File: config.mk
export PLATFORM = sky130hd
export DESIGN_NAME = dm_read_cache
export DESIGN_NICKNAME = d
export VERILOG_FILES = /design/src/rtl/dmc_pkg.sv /design/src/rtl/dmc_addr_split.sv /design/src/rtl/dmc_tag_store.sv /design/src/rtl/dmc_data_store.sv /design/src/rtl/dmc_ctrl.sv /design/src/rtl/dm_read_cache.sv
export SDC_FILE = /design/constraint.sdc
export NUM_CORES = 1
export LEC_CHECK = 0
export BUFFER_PORTS_ARGS = -buffer_cell sky130_fd_sc_hd__buf_2
export CORE_ASPECT_RATIO = 1.2
export CORE_MARGIN = 3
export CORE_UTILIZATION = 37
export DETAILED_ROUTE_END_ITERATION = 12
export SETUP_SLACK_MARGIN = 0.15
export SLEW_MARGIN = 20
export SYNTH_ARGS = -nofsm -noshare
export SYNTH_HDL_FRONTEND = slang
export SYNTH_SLANG_ARGS = --single-unit
File: constraint.sdc
create_clock -name clk -period 4.9 [get_ports clk]
set_clock_uncertainty 0.1 [all_clocks]
set_input_delay 0.245 -clock clk [delete_from_list [all_inputs] [get_ports clk]]
set_output_delay 0.245 -clock clk [all_outputs]
set_load 0.01 [all_outputs]
File: src/rtl/dmc_pkg.sv
package dmc_pkg;

   typedef enum logic [1:0] {
      ST_IDLE   = 2'd0,
      ST_LOOKUP = 2'd1,
      ST_REFILL = 2'd2
   } dmc_state_e;

   function automatic bit is_pow2(input int unsigned v);
      return (v != 0) && ((v & (v - 1)) == 0);
   endfunction

endpackage

File: src/rtl/dmc_addr_split.sv
module dmc_addr_split #(
   parameter int ADDR_W = 32,
   parameter int BYTE_W = 2,
   parameter int WOFF_W = 1,
   parameter int CNT_W  = 1,
   parameter int IDX_W  = 2,
   parameter int TAG_W  = 27
) (
   input  logic [ADDR_W-1:0] addr_i,
   output logic [TAG_W-1:0]  tag_o,
   output logic [IDX_W-1:0]  idx_o,
   output logic [CNT_W-1:0]  woff_o
);
   localparam int LOW_W = BYTE_W + WOFF_W;

   assign tag_o = addr_i[ADDR_W-1 -: TAG_W];
   assign idx_o = addr_i[LOW_W +: IDX_W];

   generate
      if (WOFF_W > 0) begin : g_multi
         assign woff_o = addr_i[BYTE_W +: WOFF_W];
      end else begin : g_single
         assign woff_o = '0;
      end
   endgenerate

   logic unused_byte_bits;
   assign unused_byte_bits = ^addr_i[BYTE_W-1:0];
endmodule

File: src/rtl/dmc_tag_store.sv
module dmc_tag_store #(
   parameter int LINES = 4,
   parameter int IDX_W = 2,
   parameter int TAG_W = 27
) (
   input  logic             clk,
   input  logic             rst_n,
   input  logic [IDX_W-1:0] idx_i,
   input  logic [TAG_W-1:0] tag_i,
   input  logic             fill_done_i,
   output logic             hit_o
);
   logic [LINES-1:0] valid_q;
   logic [TAG_W-1:0] tag_q [LINES];

   always_ff @(posedge clk) begin
      if (!rst_n) begin
         valid_q <= '0;
      end else if (fill_done_i) begin
         valid_q[idx_i] <= 1'b1;
      end
   end

   always_ff @(posedge clk) begin
      if (fill_done_i) begin
         tag_q[idx_i] <= tag_i;
      end
   end

   assign hit_o = valid_q[idx_i] && (tag_q[idx_i] == tag_i);


   reset_all_invalid_chk: assert property (@(posedge clk)
      $fell(rst_n) |=> (valid_q == '0));
endmodule

File: src/rtl/dmc_data_store.sv
module dmc_data_store #(
   parameter int LINES       = 4,
   parameter int BLOCK_WORDS = 2,
   parameter int WORD_W      = 32,
   parameter int IDX_W       = 2,
   parameter int CNT_W       = 1
) (
   input  logic              clk,
   input  logic [IDX_W-1:0]  idx_i,
   input  logic [CNT_W-1:0]  rd_word_i,
   input  logic              wr_en_i,
   input  logic [CNT_W-1:0]  wr_word_i,
   input  logic [WORD_W-1:0] wr_data_i,
   output logic [WORD_W-1:0] rd_data_o
);
   logic [WORD_W-1:0] cell_q [LINES][BLOCK_WORDS];

   generate
      if (BLOCK_WORDS > 1) begin : g_multi
         always_ff @(posedge clk) begin
            if (wr_en_i) begin
               cell_q[idx_i][wr_word_i] <= wr_data_i;
            end
         end
         assign rd_data_o = cell_q[idx_i][rd_word_i];
      end else begin : g_single
         always_ff @(posedge clk) begin
            if (wr_en_i) begin
               cell_q[idx_i][0] <= wr_data_i;
            end
         end
         assign rd_data_o = cell_q[idx_i][0];
         logic unused_word_sel;
         assign unused_word_sel = ^{rd_word_i, wr_word_i};
      end
   endgenerate
endmodule

File: src/rtl/dmc_ctrl.sv
module dmc_ctrl
   import dmc_pkg::*;
#(
   parameter int ADDR_W      = 32,
   parameter int BLOCK_WORDS = 2,
   parameter int CNT_W       = 1
) (
   input  logic              clk,
   input  logic              rst_n,
   input  logic              req_valid_i,
   input  logic [ADDR_W-1:0] req_addr_i,
   output logic              req_ready_o,
   output logic              resp_valid_o,
   output logic              resp_miss_o,
   input  logic              hit_i,
   output logic              mem_req_valid_o,
   input  logic              mem_ready_i,
   output logic [ADDR_W-1:0] addr_q_o,
   output logic [CNT_W-1:0]  fill_cnt_o,
   output logic              wr_en_o,
   output logic              fill_done_o
);
   localparam logic [CNT_W-1:0] LAST_WORD = CNT_W'(BLOCK_WORDS - 1);

   dmc_state_e        state_q;
   logic [ADDR_W-1:0] addr_q;
   logic [CNT_W-1:0]  cnt_q;
   logic              miss_q;
   logic              last_beat;

   assign last_beat = (cnt_q == LAST_WORD);

   always_ff @(posedge clk) begin
      if (!rst_n) begin
         state_q <= ST_IDLE;
         addr_q  <= '0;
         cnt_q   <= '0;
         miss_q  <= 1'b0;
      end else begin
         unique case (state_q)
            ST_IDLE: begin
               if (req_valid_i) begin
                  addr_q  <= req_addr_i;
                  miss_q  <= 1'b0;
                  state_q <= ST_LOOKUP;
               end
            end
            ST_LOOKUP: begin
               if (hit_i) begin
                  state_q <= ST_IDLE;
               end else begin
                  cnt_q   <= '0;
                  miss_q  <= 1'b1;
                  state_q <= ST_REFILL;
               end
            end
            ST_REFILL: begin
               if (mem_ready_i) begin
                  if (last_beat) begin
                     state_q <= ST_LOOKUP;
                  end else begin
                     cnt_q <= cnt_q + 1'b1;
                  end
               end
            end
            default: state_q <= ST_IDLE;
         endcase
      end
   end

   assign req_ready_o     = (state_q == ST_IDLE);
   assign resp_valid_o    = (state_q == ST_LOOKUP) && hit_i;
   assign resp_miss_o     = miss_q;
   assign mem_req_valid_o = (state_q == ST_REFILL);
   assign wr_en_o         = (state_q == ST_REFILL) && mem_ready_i;
   assign fill_done_o     = wr_en_o && last_beat;
   assign addr_q_o        = addr_q;
   assign fill_cnt_o      = cnt_q;


   busy_no_accept_chk: assert property (@(posedge clk) disable iff (!rst_n)
      (req_ready_o && req_valid_i) |=> !req_ready_o);


   refill_blocks_req_chk: assert property (@(posedge clk) disable iff (!rst_n)
      mem_req_valid_o |-> !req_ready_o);


   single_cycle_resp_chk: assert property (@(posedge clk) disable iff (!rst_n)
      resp_valid_o |=> !resp_valid_o);
endmodule

File: src/rtl/dm_read_cache.sv
module dm_read_cache
   import dmc_pkg::*;
#(
   parameter int ADDR_W      = 32,
   parameter int WORD_W      = 32,
   parameter int LINES       = 4,
   parameter int BLOCK_WORDS = 2
) (
   input  logic              clk,
   input  logic              rst_n,
   input  logic              req_valid,
   input  logic [ADDR_W-1:0] req_addr,
   output logic              req_ready,
   output logic              resp_valid,
   output logic [WORD_W-1:0] resp_data,
   output logic              resp_miss,
   output logic              mem_req_valid,
   output logic [ADDR_W-1:0] mem_addr,
   input  logic              mem_ready,
   input  logic [WORD_W-1:0] mem_rdata
);
   localparam int BYTE_W = $clog2(WORD_W / 8);
   localparam int WOFF_W = $clog2(BLOCK_WORDS);
   localparam int CNT_W  = (WOFF_W > 0) ? WOFF_W : 1;
   localparam int IDX_W  = $clog2(LINES);
   localparam int LOW_W  = BYTE_W + WOFF_W;
   localparam int TAG_W  = ADDR_W - LOW_W - IDX_W;
   localparam int WORD_BYTES = WORD_W / 8;

   generate
      if (!is_pow2(LINES) || LINES < 2) begin : g_bad_lines
         $error("LINES must be a power of two and at least 2");
      end
      if (!is_pow2(BLOCK_WORDS)) begin : g_bad_block
         $error("BLOCK_WORDS must be a power of two");
      end
      if (WORD_W < 16 || !is_pow2(WORD_W / 8) || (WORD_W % 8) != 0) begin : g_bad_word
         $error("WORD_W must be a power-of-two byte count of at least 2 bytes");
      end
      if (TAG_W < 1) begin : g_bad_tag
         $error("address too narrow for the chosen geometry");
      end
   endgenerate

   logic [ADDR_W-1:0] addr_q;
   logic [TAG_W-1:0]  lk_tag;
   logic [IDX_W-1:0]  lk_idx;
   logic [CNT_W-1:0]  lk_woff;
   logic [CNT_W-1:0]  fill_cnt;
   logic              lk_hit;
   logic              wr_en;
   logic              fill_done;

   dmc_ctrl #(
      .ADDR_W      (ADDR_W),
      .BLOCK_WORDS (BLOCK_WORDS),
      .CNT_W       (CNT_W)
   ) u_ctrl (
      .clk             (clk),
      .rst_n           (rst_n),
      .req_valid_i     (req_valid),
      .req_addr_i      (req_addr),
      .req_ready_o     (req_ready),
      .resp_valid_o    (resp_valid),
      .resp_miss_o     (resp_miss),
      .hit_i           (lk_hit),
      .mem_req_valid_o (mem_req_valid),
      .mem_ready_i     (mem_ready),
      .addr_q_o        (addr_q),
      .fill_cnt_o      (fill_cnt),
      .wr_en_o         (wr_en),
      .fill_done_o     (fill_done)
   );

   dmc_addr_split #(
      .ADDR_W (ADDR_W),
      .BYTE_W (BYTE_W),
      .WOFF_W (WOFF_W),
      .CNT_W  (CNT_W),
      .IDX_W  (IDX_W),
      .TAG_W  (TAG_W)
   ) u_split (
      .addr_i (addr_q),
      .tag_o  (lk_tag),
      .idx_o  (lk_idx),
      .woff_o (lk_woff)
   );

   dmc_tag_store #(
      .LINES (LINES),
      .IDX_W (IDX_W),
      .TAG_W (TAG_W)
   ) u_tags (
      .clk         (clk),
      .rst_n       (rst_n),
      .idx_i       (lk_idx),
      .tag_i       (lk_tag),
      .fill_done_i (fill_done),
      .hit_o       (lk_hit)
   );

   dmc_data_store #(
      .LINES       (LINES),
      .BLOCK_WORDS (BLOCK_WORDS),
      .WORD_W      (WORD_W),
      .IDX_W       (IDX_W),
      .CNT_W       (CNT_W)
   ) u_data (
      .clk       (clk),
      .idx_i     (lk_idx),
      .rd_word_i (lk_woff),
      .wr_en_i   (wr_en),
      .wr_word_i (fill_cnt),
      .wr_data_i (mem_rdata),
      .rd_data_o (resp_data)
   );

   generate
      if (WOFF_W > 0) begin : g_addr_multi
         assign mem_addr = {addr_q[ADDR_W-1:LOW_W], fill_cnt, {BYTE_W{1'b0}}};
      end else begin : g_addr_single
         assign mem_addr = {addr_q[ADDR_W-1:LOW_W], {BYTE_W{1'b0}}};
         logic unused_cnt;
         assign unused_cnt = ^fill_cnt;
      end
   endgenerate


   fetch_addr_hold_chk: assert property (@(posedge clk) disable iff (!rst_n)
      (mem_req_valid && !mem_ready) |=> (mem_req_valid && $stable(mem_addr)));


   fetch_ascending_chk: assert property (@(posedge clk) disable iff (!rst_n)
      (mem_req_valid && mem_ready && !fill_done) |=>
         (mem_req_valid && mem_addr == $past(mem_addr) + ADDR_W'(WORD_BYTES)));


   fetch_starts_at_base_chk: assert property (@(posedge clk) disable iff (!rst_n)
      $rose(mem_req_valid) |-> (mem_addr[LOW_W-1:0] == '0));


   miss_resp_after_fill_chk: assert property (@(posedge clk) disable iff (!rst_n)
      fill_done |=> (resp_valid && resp_miss));
endmodule

* After elaboration in Yosys (flattened, before gate mapping) *
Memories as Yosys holds them, arrays and structs flattened. A register that Yosys moved wholly into a read port is not among the register bits.
Index checks and enable logic that the tools add are counted.
W data, S select, Z words.

word-level totals
  register bits = 40
  bits in latches = 0
  bits in writable memories = 364
  ROM bits = 0
  output and inout port bits = 68
  memories kept = 2

memories
  name           depth  bits a word  rd ports  clocked after memory_dff  wr ports  line                  text
  u_data.cell_q  4      64           1         1                         1         dmc_data_store.sv:16  logic [WORD_W-1:0] cell_q [LINES][BLOCK_WORDS];
  u_tags.tag_q   4      27           1         1                         1         dmc_tag_store.sv:14   logic [TAG_W-1:0] tag_q [LINES];

cells by class
  add/subtract/negate cells = 1
  $mul = 0
  divide/modulo/power cells = 0
  magnitude comparators = 5
  equal/unequal tests = 7
  shifts and indexed selects = 0
  mux-type cells = 29
  bitwise operators = 3
  reduce and logical (&&, ||, !) cells = 13

operators by type and width
  operator              number
  $mux W32              4
  $mux W64              1
  $demux W32 S1         1
  $eq A27 B27 Y1        1
  $mux W2               8
  $mux W1               10
  $reduce_and A3 Y1     3
  $logic_and A1 B1 Y1   6
  $pmux W2 S3           1
  $ge A2 B2 Y1 const B  2
  $ne A2 B1 Y1 const B  2
  $ne A2 B2 Y1 const B  2
  $not A1 Y2            2
  $or A4 B4 Y4          1
  $pmux W1 S2           2
  $reduce_bool A2 Y1    2
  $lt A2 B3 Y1 const B  1
  $bmux W1 S2           1
  $demux W1 S2          1
  $eq A2 B1 Y1 const B  1
  $eq A2 B2 Y1 const B  1
  $ge A2 B1 Y1 const B  1
  $logic_not A2 Y1      1
  $lt A2 B1 Y1 const B  1
  2 further kinds       2

* Longest topological paths before layout *
Gate-level depths: netlist (run 1).

  depth in word-level cells = 6
  depth in mapped cells = 9

* Cells and area by module *
From an unflattened synthesis (run 1), not the netlist that was laid out.

second synthesis, totals
  cells, all modules = 844
  area, all modules = 16208.0 sq um

by module, submodules not included
  module          instances  cells an instance  area each (sq um)  seq. area each (sq um)
  dmc_data_store  1          420                9938.3             7687.4
  dmc_tag_store   1          221                4495.6             3323.2
  dmc_ctrl        1          169                1522.7             720.7
  dmc_addr_split  1          30                 225.2              0.0
  dm_read_cache   1          4                  26.3               0.0

* Least setup slack after synthesis (run 1) *
OpenSTA, ideal clock, no wires.

  path type = register to register
  start = register u_ctrl.state_q[1]
  end = memory u_data.cell_q[0][0] (netlist bit) (enable)
  setup time = 0.551 ns
  data arrival time = 4.973 ns
  setup slack = -0.724 ns
  cell stages (with the launch flop) = 4
  path buffers = 0
  period minus slack after synthesis = 5.624 ns
  cells stage by stage = dfxtp_1 -> nor2b_1 -> nand3_1 -> nor3_1

between the ends
  longest elaborated chain between the ends = 4

RTL lines
  item                            line                  text
  from (decl)                     dmc_ctrl.sv:25        dmc_state_e state_q;
  from (signal assigned)          dmc_ctrl.sv:35        state_q <= ST_IDLE;
  from (signal assigned)          dmc_ctrl.sv:45        state_q <= ST_LOOKUP;
  from (signal assigned)          dmc_ctrl.sv:50        state_q <= ST_IDLE;
  $eq A2 B2 Y1                    --
  named net mem_req_valid         dm_read_cache.sv:17   output logic mem_req_valid,
  $logic_and A1 B1 Y1             dmc_ctrl.sv:75        assign wr_en_o = (state_q == ST_REFILL) && mem_ready_i;
  $mux W1                         dmc_data_store.sv:21  if (wr_en_i) begin
  $mux W64 (implied by the code)  dmc_data_store.sv:22  cell_q[idx_i][wr_word_i] <= wr_data_i;
  to (decl)                       dmc_data_store.sv:16

The timed path passes the listed nets, and every way through them passes these cells.

==> results of run 1 <==
## cells in the mapped netlist (2+ instances only)
library cell	instances	area share, %
nand2b_1	5	0.20
nand4_1	2	0.081
nand2_1	71	1.7
o21a_1	4	0.19
xor2_1	14	0.79
mux2_2	32	2.3
edfxtp_1	364	71
mux4_2	78	11
o22ai_1	2	0.081
nor3_1	3	0.097
dfxtp_1	40	5.2
nor2b_1	5	0.20
o2111ai_1	4	0.23
o21ai_0	4	0.13
mux4_1	6	1.0
a21boi_0	31	1.5
nand3_1	4	0.13
buf_4	4	0.19
buf_1	4	0.097
xnor2_1	10	0.57
nor4_2	2	0.16
nor2_1	8	0.19
mux2i_1	18	1.2
buf_2	14	0.45
a22oi_1	2	0.097
clkbuf_1	14	0.34
## sequential cells by signal, summed over array words and instances (netlist names), named ones only
name	cells
u_tags.valid_q	4
u_ctrl.fill_cnt_o	1
u_ctrl.resp_miss_o	1
u_tags.tag_q	108
u_ctrl.state_q	2
u_data.cell_q	256
u_ctrl.addr_q_o	30
## cell families after synthesis
| logic type | after synthesis | share of synthesized area, % |
|---|---|---|
| DFF | 404 | 75.8 |
| muxes | 134 | 15.9 |
| and+or+nand+nor | 104 | 2.97 |
| AOI/OAI and AO/OA | 56 | 2.66 |
| buffers and inverters | 38 | 1.29 |
| xor gates and xnor gates | 24 | 1.36 |
| other | 1 | 0.0242 |
## metal layers
layer  track usage (%)  vias up  wire [um]
li1                  -     3509          -
met1              19.7     3941      13900
met2              23.5      170      15400
met3              2.56       51       1320
met4              4.37        0        743
met5                 0        -          0
## final cells by class
class,count,area share [%]
multi-input cells,320,19.3
clock buffers,50,5.87
repair buffers,213,7.69
well taps,539,3.60
flip-flops and latches,404,62.6
clock inverters,19,0.948
## timing repair
| action | in CTS | in global routing |
|---|---|---|
| hold buffers | 63 | 0 |
| endpoints found under the setup margin | 0 | 0 |
| endpoints found under the hold margin | 290 | 0 |
| resized for setup | 0 | 0 |
## power by group through the flow
| stage | logic [W] | clock network, W | registers (W) |
|---|---|---|---|
| global placement | 0.000427 | 0 | 0.00392 |
| floorplan | 0.000276 | 0 | 0.00390 |
| detailed placement | 0.000431 | 0 | 0.00392 |
| global route | 0.000508 | 0.00320 | 0.00385 |
| CTS | 0.000473 | 0.00305 | 0.00385 |
| finish | 0.000461 | 0.00297 | 0.00385 |
## metrics by stage
stage	worst slack (ns)	utilization [%]	cell area (um^2)	power, W
2_1_floorplan	0.874	-	15500	0.00418
3_3_place_gp	1.54	41.0	16800	0.00434
3_5_place_dp	1.48	41.0	16800	0.00435
4_1_cts	0.891	45.7	18700	0.00737
5_1_grt	0.714	45.7	18700	0.00756
6_report	1.04	45.7	18700	0.00728
## worst min-delay path, stage by stage
cell and delay (ns):
buf_2 0.11, nor2b_1 0.13, a31oi_1 0.15, nor3b_1 0.06
## worst paths after layout
path                              startpoint                              end  slack (ns)  cells past startpoint
max                                flip-flop                       resp_valid        1.04                      8
min                                req_valid   u_ctrl.state_q[0]$_SDFFE_PN0P_        0.11                      4
max reg2reg                        flip-flop   u_ctrl.state_q[1]$_SDFFE_PN0P_        1.88                      7
min reg2reg  u_ctrl.addr_q_o[2]$_SDFFE_PN0P_  u_ctrl.addr_q_o[2]$_SDFFE_PN0P_        0.36                      2
==> qor.yml, run 1 <==
status: "completed"
pwr-share-seq_pct: 52.9
rows: 81
grt_overflow: 0
synth_cell_type_count: 42
irDropWorstVdd_uv: 229
p_per_area_mw_per_mm2: 388
drcViolationCount: 0
grtUsageTotal_pct: 14.4
maxCapViolCount: 0
slew_headroom_pct: 39.7
fin_nets: 1048
p_int_w: 0.00577
ios: 136
h-tree-depth: 2
synth_warnings: 0
regArea_mm2: 0.0117
grt_setup_unrepaired: "false"
initial_core_util_pct: 37.7
portBuffers: 131
worst-path-max-fanout: 29
clk_latency_ns: 0.54
vias_per_cell: 4.97
leakagePower_nw: 6.13
path_class: "flip-flop to output port"
synth_top_flop_cell: "edfxtp_1"
min_period_ns: 3.86
wirelength_mm: 31.4
fmax_mhz: 259
dieArea_mm2: 0.0443
dp_cells: 1413
chipHeight_um: 230
start_kind: "flip-flop"
fin_hold_ws_ns: 0.107
cts_buffer_depth: 3
cts.root.buffer_cell: "clkbuf_16"
antenna_found_initial: 0
ys_seq_elements: 404
p_sw_share_pct: 20.7
synthArstFlopShare_pct: 0
drive_above_1_share_pct: 33.2
multi_input_area_mm2: 0.00361
syn_area_mm2: 0.0155
end_kind: "output port"
drtIter0Drc: 312
period_share_pct: 78.7
synth-edff-count: 364
maxSlewViolCount: 0
critPathMaxStageDelay_ns: 0.63
cts_buffers: 41
drt_first_pass_iters: 4
p_sw_w: 0.00150
critPathSlowestCell: "mux4_1"
path_clk_slew_ns: 0.06
min_path_type: "input port to flip-flop"
crit_chain: "buf_4 -> mux4_1 -> xor2_1 -> nor3_1 -> o2111ai_1 -> nor4_2 -> and2_1 -> buf_2"
n_antenna_cell: 0
area_growth_pct: 21.2
avgSynthCellArea_um2: 20.3
gp_congestion: 0.716
core_area_mm2: 0.0410
netlist_instances: 761
vias: 7671
post_cts_buffers: 0
path_delay_family: "simple AND/OR/NAND/NOR gates"
avgRoutedWirePerCell_um: 20.3
fillers: 3511
numClockSinks: 404
arrival_ns: 3.51
finalSetupViolCount: 0
dp_hpwl_mm: 18.1
fin_cells: 1545
pwr-share-clk_pct: 40.8
final_common_cell: "edfxtp_1"
ys_seq_area_share_pct: 75.8
required_ns: 4.55
die_x_um: 193
final_cell_mix: "edfxtp_1, buf_2, mux4_2"
cts_tree: "built"
grt_max_degree: 41
crit_buf_inv: 2
combPwrFrac_pct: 6.3
antenna_left: 0
fin_setup_tns_ns: 0
hold_viol: 0
first_global_vias: 8106
grt_pass1_wl_mm: 48.0
worstMarginPinSlew_ns: 0.902
Power figures use the tool's default switching activity.
==> run 2, diff against run 1 <==
==> constraint.sdc (replaced) <==
create_clock -name clk -period 3.4 [get_ports clk]
set_clock_uncertainty 0.1 [all_clocks]
set_input_delay 0.17 -clock clk [delete_from_list [all_inputs] [get_ports clk]]
set_output_delay 0.17 -clock clk [all_outputs]
set_load 0.01 [all_outputs]
==> qor.yml, run 2 (same netlist as run 1, synthesis figures left out) <==
status: "completed"
antenna_left: 0
fin_nets: 1073
h-tree-depth: 2
vias_per_cell: 4.98
cts_buffers: 42
maxSlewViolCount: 0
reg2regPathDepth: 10
required_ns: 3.13
n_antenna_cell: 0
rows: 81
dp_hpwl_mm: 18.7
end_kind: "output port"
final_cell_area_mm2: 0.0192
largest-register: "u_data.cell_q"
gp_congestion: 0.698
irDropWorstVdd_uv: 333
dieArea_mm2: 0.0443
final_common_cell: "edfxtp_1"
largest_reg_flops: 256
design_power_total_w: 0.0108
hold_depth: 3
post-place-ws_ns: 0.463
drt_first_pass_iters: 5
maxCapViolCount: 0
worst_slack_ns: 0.222
drcViolationCount: 0
min_period_ns: 3.18
placed_area_mm2: 0.0169
leakagePower_nw: 6.35
arrival_ns: 2.91
numClockSinks: 404
hold_viol: 0
grt_setup_unrepaired: "true"
first_global_vias: 8475
grt_max_degree: 41
avgRoutedWirePerCell_um: 20.5
chipHeight_um: 230
worst-path-max-fanout: 6
antenna_found_initial: 0
start_kind: "flip-flop"
ios: 136
cts.root.buffer_cell: "clkbuf_16"
path_clk_slew_ns: 0.06
drive_above_1_share_pct: 35.2
clk_latency_ns: 0.53
p_per_area_mw_per_mm2: 564
die_x_um: 193
finalSetupViolCount: 0
cts_buffer_depth: 3
fmax_mhz: 315
vias: 7852
drtIter0Drc: 452
initial_core_util_pct: 37.7
portBuffers: 131
wirelength_mm: 32.4
cts_tree: "built"
area_growth_pct: 24.0
final_cell_mix: "edfxtp_1, buf_2, mux4_2"
min_path_type: "input port to flip-flop"
grt_overflow: 0
worstMarginPinSlew_ns: 0.743
period_share_pct: 93.5
grt_pass1_wl_mm: 49.8
core_area_mm2: 0.0410
grtUsageTotal_pct: 14.8
path_class: "flip-flop to output port"
slew_headroom_pct: 50.4
==> run 2: metrics by stage <==
| stage | setup TNS (ns) | cells | hold WS, ns | util [%] |
|---|---|---|---|---|
| floorplan | -143.72 | 762 | 0.169 | - |
| global placement | 0 | 1421 | 0.322 | 41.3 |
| detailed placement | 0 | 1421 | 0.329 | 41.3 |
| CTS | 0 | 1568 | 0.0597 | 46.5 |
| global route | 0 | 1576 | 0.112 | 46.7 |
| finish | 0 | 1576 | 0.0849 | 46.7 |
==> run 2: repair_timing <==
action	CTS	global route
buffers inserted	7	8
pin swaps	1	4
hold endpoints to repair	290	0
hold buffers	64	0
gates resized for setup	10	5
setup endpoints to repair	10	1
==> run 2: area by class of cell <==
type | instances | area, um^2
Fill cell | 3452 | 21900
Sequential cell | 404 | 11700
Multi-Input combinational cell | 320 | 3660
Timing Repair Buffer | 237 | 1720
Clock buffer | 56 | 1150
Tap cell | 539 | 674
Clock inverter | 20 | 228
==> run 2: final timing paths <==
| path | slack, ns | to | from |
|---|---|---|---|
| setup / recovery | 0.22 | resp_valid | flip-flop |
| hold / removal | 0.08 | u_ctrl.resp_miss_o$_SDFFE_PN0P_ | rst_n |
| setup reg to reg | 0.86 | u_ctrl.fill_cnt_o$_SDFFE_PN0P_ | flip-flop |
| hold reg to reg | 0.37 | u_tags.valid_q[2]$_SDFFE_PN0P_ | u_tags.valid_q[2]$_SDFFE_PN0P_ |
==> run 2: where the power goes <==
part           internal (W)  switching, W  leakage (nW)
clock network       0.00276       0.00179         0.676
registers           0.00546     0.0000767          3.60
logic              0.000372      0.000354          2.08
==> run 2: per-layer routing <==
metal	share of wire, %	track usage, %	vias to the layer above
li1	-	-	3562
met1	44	20.2	4070
met2	50	24.8	182
met3	4.5	2.52	38
met4	1.9	3.80	0
met5	0	0	-
==> run 2: worst max-delay path: stages, from the launching register on <==
cell and delay, ns:
dfxtp_4 0.39, buf_4 0.15, buf_8 0.11, mux4_2 0.53
xnor2_2 0.18, nand4_1 0.13, nor3_2 0.15, o2111ai_2 0.18
nor4_4 0.24, and2_1 0.18, buf_2 0.13
==> run 3, diff against run 2 <==
--- a/config.mk
+++ b/config.mk
@@ -5,6 +5,7 @@
 export SDC_FILE = /design/constraint.sdc
 export NUM_CORES = 1
 export LEC_CHECK = 0
+export ABC_AREA = 1
 export BUFFER_PORTS_ARGS = -buffer_cell sky130_fd_sc_hd__buf_2
 export CORE_ASPECT_RATIO = 1.2
 export CORE_MARGIN = 3
==> qor.yml, run 3 <==
synth_warnings: 0
critPathSlowestCell: "inv_2"
synth_most_common_cell: "edfxtp_1"
p_per_area_mw_per_mm2: 608
cts_tree: "built"
grt_max_degree: 111
gp_congestion: 0.848
arrival_ns: 2.76
antenna_left: 0
grtUsageTotal_pct: 16.0
core_area_mm2: 0.0423
rows: 82
avgSynthCellArea_um2: 11.7
worst-path-max-fanout: 29
first_global_vias: 10400
ios: 136
largest-register: "u_data.cell_q"
cts_buffer_depth: 3
leakagePower_nw: 6.98
initial_core_util_pct: 37.9
final_common_cell: "edfxtp_1"
cts.root.buffer_cell: "clkbuf_16"
netlist.area_leader.share_pct: 68.2
synth.area.top_cells: "edfxtp_1, nor2_1, nand2_1"
synthArstFlopShare_pct: 0
h-tree-depth: 2
drtIter0Drc: 652
crit_end: "resp_valid"
numClockSinks: 404
min_path_type: "input port to flip-flop"
drive_above_1_share_pct: 14.3
dp_hpwl_mm: 20.2
drcViolationCount: 0
synth_cell_type_count: 26
min_period_ns: 3.03
vias: 10700
reg2regPathDepth: 13
end_kind: "output port"
n_antenna_cell: 0
required_ns: 3.13
portBuffers: 131
area_growth_pct: 20.5
dieArea_mm2: 0.0459
reg2reg_to: "u_ctrl.fill_cnt_o$_SDFFE_PN0P_"
start_kind: "flip-flop"
largest_reg_flops: 256
syn_area_mm2: 0.0160
antenna_found_initial: 0
status: "completed"
fin_hold_ws_ns: 0.0501
maxSlewViolCount: 0
critPathMaxStageDelay_ns: 0.50
synth_commonest_cells: "edfxtp_1, nor2_1, nand2_1, o21ai_0, nand3_1"
fin_nets: 1623
period_share_pct: 89.3
fmax_mhz: 330
finalSetupViolCount: 0
maxCapViolCount: 0
path_clk_slew_ns: 0.06
clk_latency_ns: 0.52
placed_area_mm2: 0.0173
ys_seq_area_share_pct: 73.2
path_class: "flip-flop to output port"
worstMarginPinSlew_ns: 0.809
cts_buffers: 42
fillers: 3811
final_cell_area_mm2: 0.0193
slew_headroom_pct: 46.1
synth_top_flop_cell: "edfxtp_1"
grt_overflow: 0
synth-edff-count: 364
r2r_setup_slack_ns: 1.08
hold_depth: 2
grt_pass1_wl_mm: 58.1
irDropWorstVdd_uv: 363
yosys.area.top_type: "edfxtp_1"
wirelength_mm: 37.5
hold_viol: 0
grt_setup_unrepaired: "false"
avgRoutedWirePerCell_um: 17.6
crit_chain: "inv_2 -> nand3_1 -> nand2_1 -> or2_2 -> o21ai_0 -> nor2_1 -> nand4_1 -> nor2_1 -> nand2_1 -> nor3_1 -> buf_2"
ys_seq_elements: 404
chipHeight_um: 234
drt_first_pass_iters: 5
netlist_instances: 1374
die_x_um: 196
final_cell_mix: "edfxtp_1, nor2_1, nand2_1"
vias_per_cell: 5.04
==> run 3: report_power, final <==
part           total [W]  switching, W  internal, W
clock            0.00461       0.00179      0.00282
combinational    0.00149      0.000981     0.000509
sequential       0.00563      0.000108      0.00552
==> run 3: cells by family (layout without fill, tap and decap cells) <==
logic type,after synthesis,in the layout,share of synthesized area [%]
buffers and inverters,115,325,3.26
other,1,2,0.0234
DFF,404,404,73.2
and+or+nand+nor,601,601,15.0
AOI/OAI and AO/OA,252,252,8.45
xor gates and xnor gates,1,1,0.0547
==> run 3: repair_timing <==
action	4_1_cts	5_1_grt
hold buffers	64	0
endpoints found under the hold margin	291	0
endpoints found under the setup margin	0	3
resized for setup	0	1
setup buffers	0	0
==> run 3: metrics by stage <==
stage / setup WS (ns) / utilization (%) / total power, W / TNS (ns) / std cells
after floorplan: -0.586 / - / 0.00664 / -139.69 / 1375
after global placement: 0.820 / 40.9 / 0.00716 / 0 / 1993
final: 0.365 / 45.7 / 0.0117 / 0 / 2131
after CTS: 0.266 / 45.7 / 0.0119 / 0 / 2131
after global routing: 0.194 / 45.7 / 0.0122 / 0 / 2131
after detailed placement: 0.844 / 40.9 / 0.00718 / 0 / 1993
==> run 3: layer usage <==
metal / global-route usage (%) / up-vias / part of all wire (%)
li1: - / 5212 / -
met2: 28.2 / 289 / 50
met1: 20.8 / 5172 / 43
met4: 4.93 / 0 / 2.4
met3: 2.17 / 67 / 4.7
met5: 0 / - / 0
==> run 3: area by class of cell <==
cell class / count / area [um^2] / share of cell area [%]
repair buffers: 214 / 1510 / 7.84
clock inverters: 19 / 250 / 1.30
flip-flops and latches: 404 / 11700 / 60.8
clock buffers: 55 / 1140 / 5.91
inverters: 37 / 144 / 0.745
well taps: 546 / 683 / 3.54
multi-input cells: 856 / 3840 / 19.9
==> run 3: critical path, delay by kind of cell, from the launching register on <==
family,cells,cell delay (ns)
AOI/OAI and AO/OA,1,0.08
buffers and inverters,2,0.69
DFF,1,0.35
and+or+nand+nor,8,1.10
==> run 3: worst min-delay path by stage <==
| stage | start | to | slack (ns) |
|---|---|---|---|
| global placement | req_addr[23] | u_ctrl.addr_q_o[23]$_SDFFE_PN0P_ | 0.32 |
| floorplan | mem_rdata[0] | u_data.cell_q[0][0]$_DFFE_PP_ | 0.17 |
| finish | rst_n | u_tags.valid_q[3]$_SDFFE_PN0P_ | 0.05 |
| global route | rst_n | u_tags.valid_q[3]$_SDFFE_PN0P_ | 0.07 |
| detailed placement | req_addr[18] | u_ctrl.addr_q_o[18]$_SDFFE_PN0P_ | 0.33 |
| CTS | rst_n | u_tags.valid_q[3]$_SDFFE_PN0P_ | 0.03 |
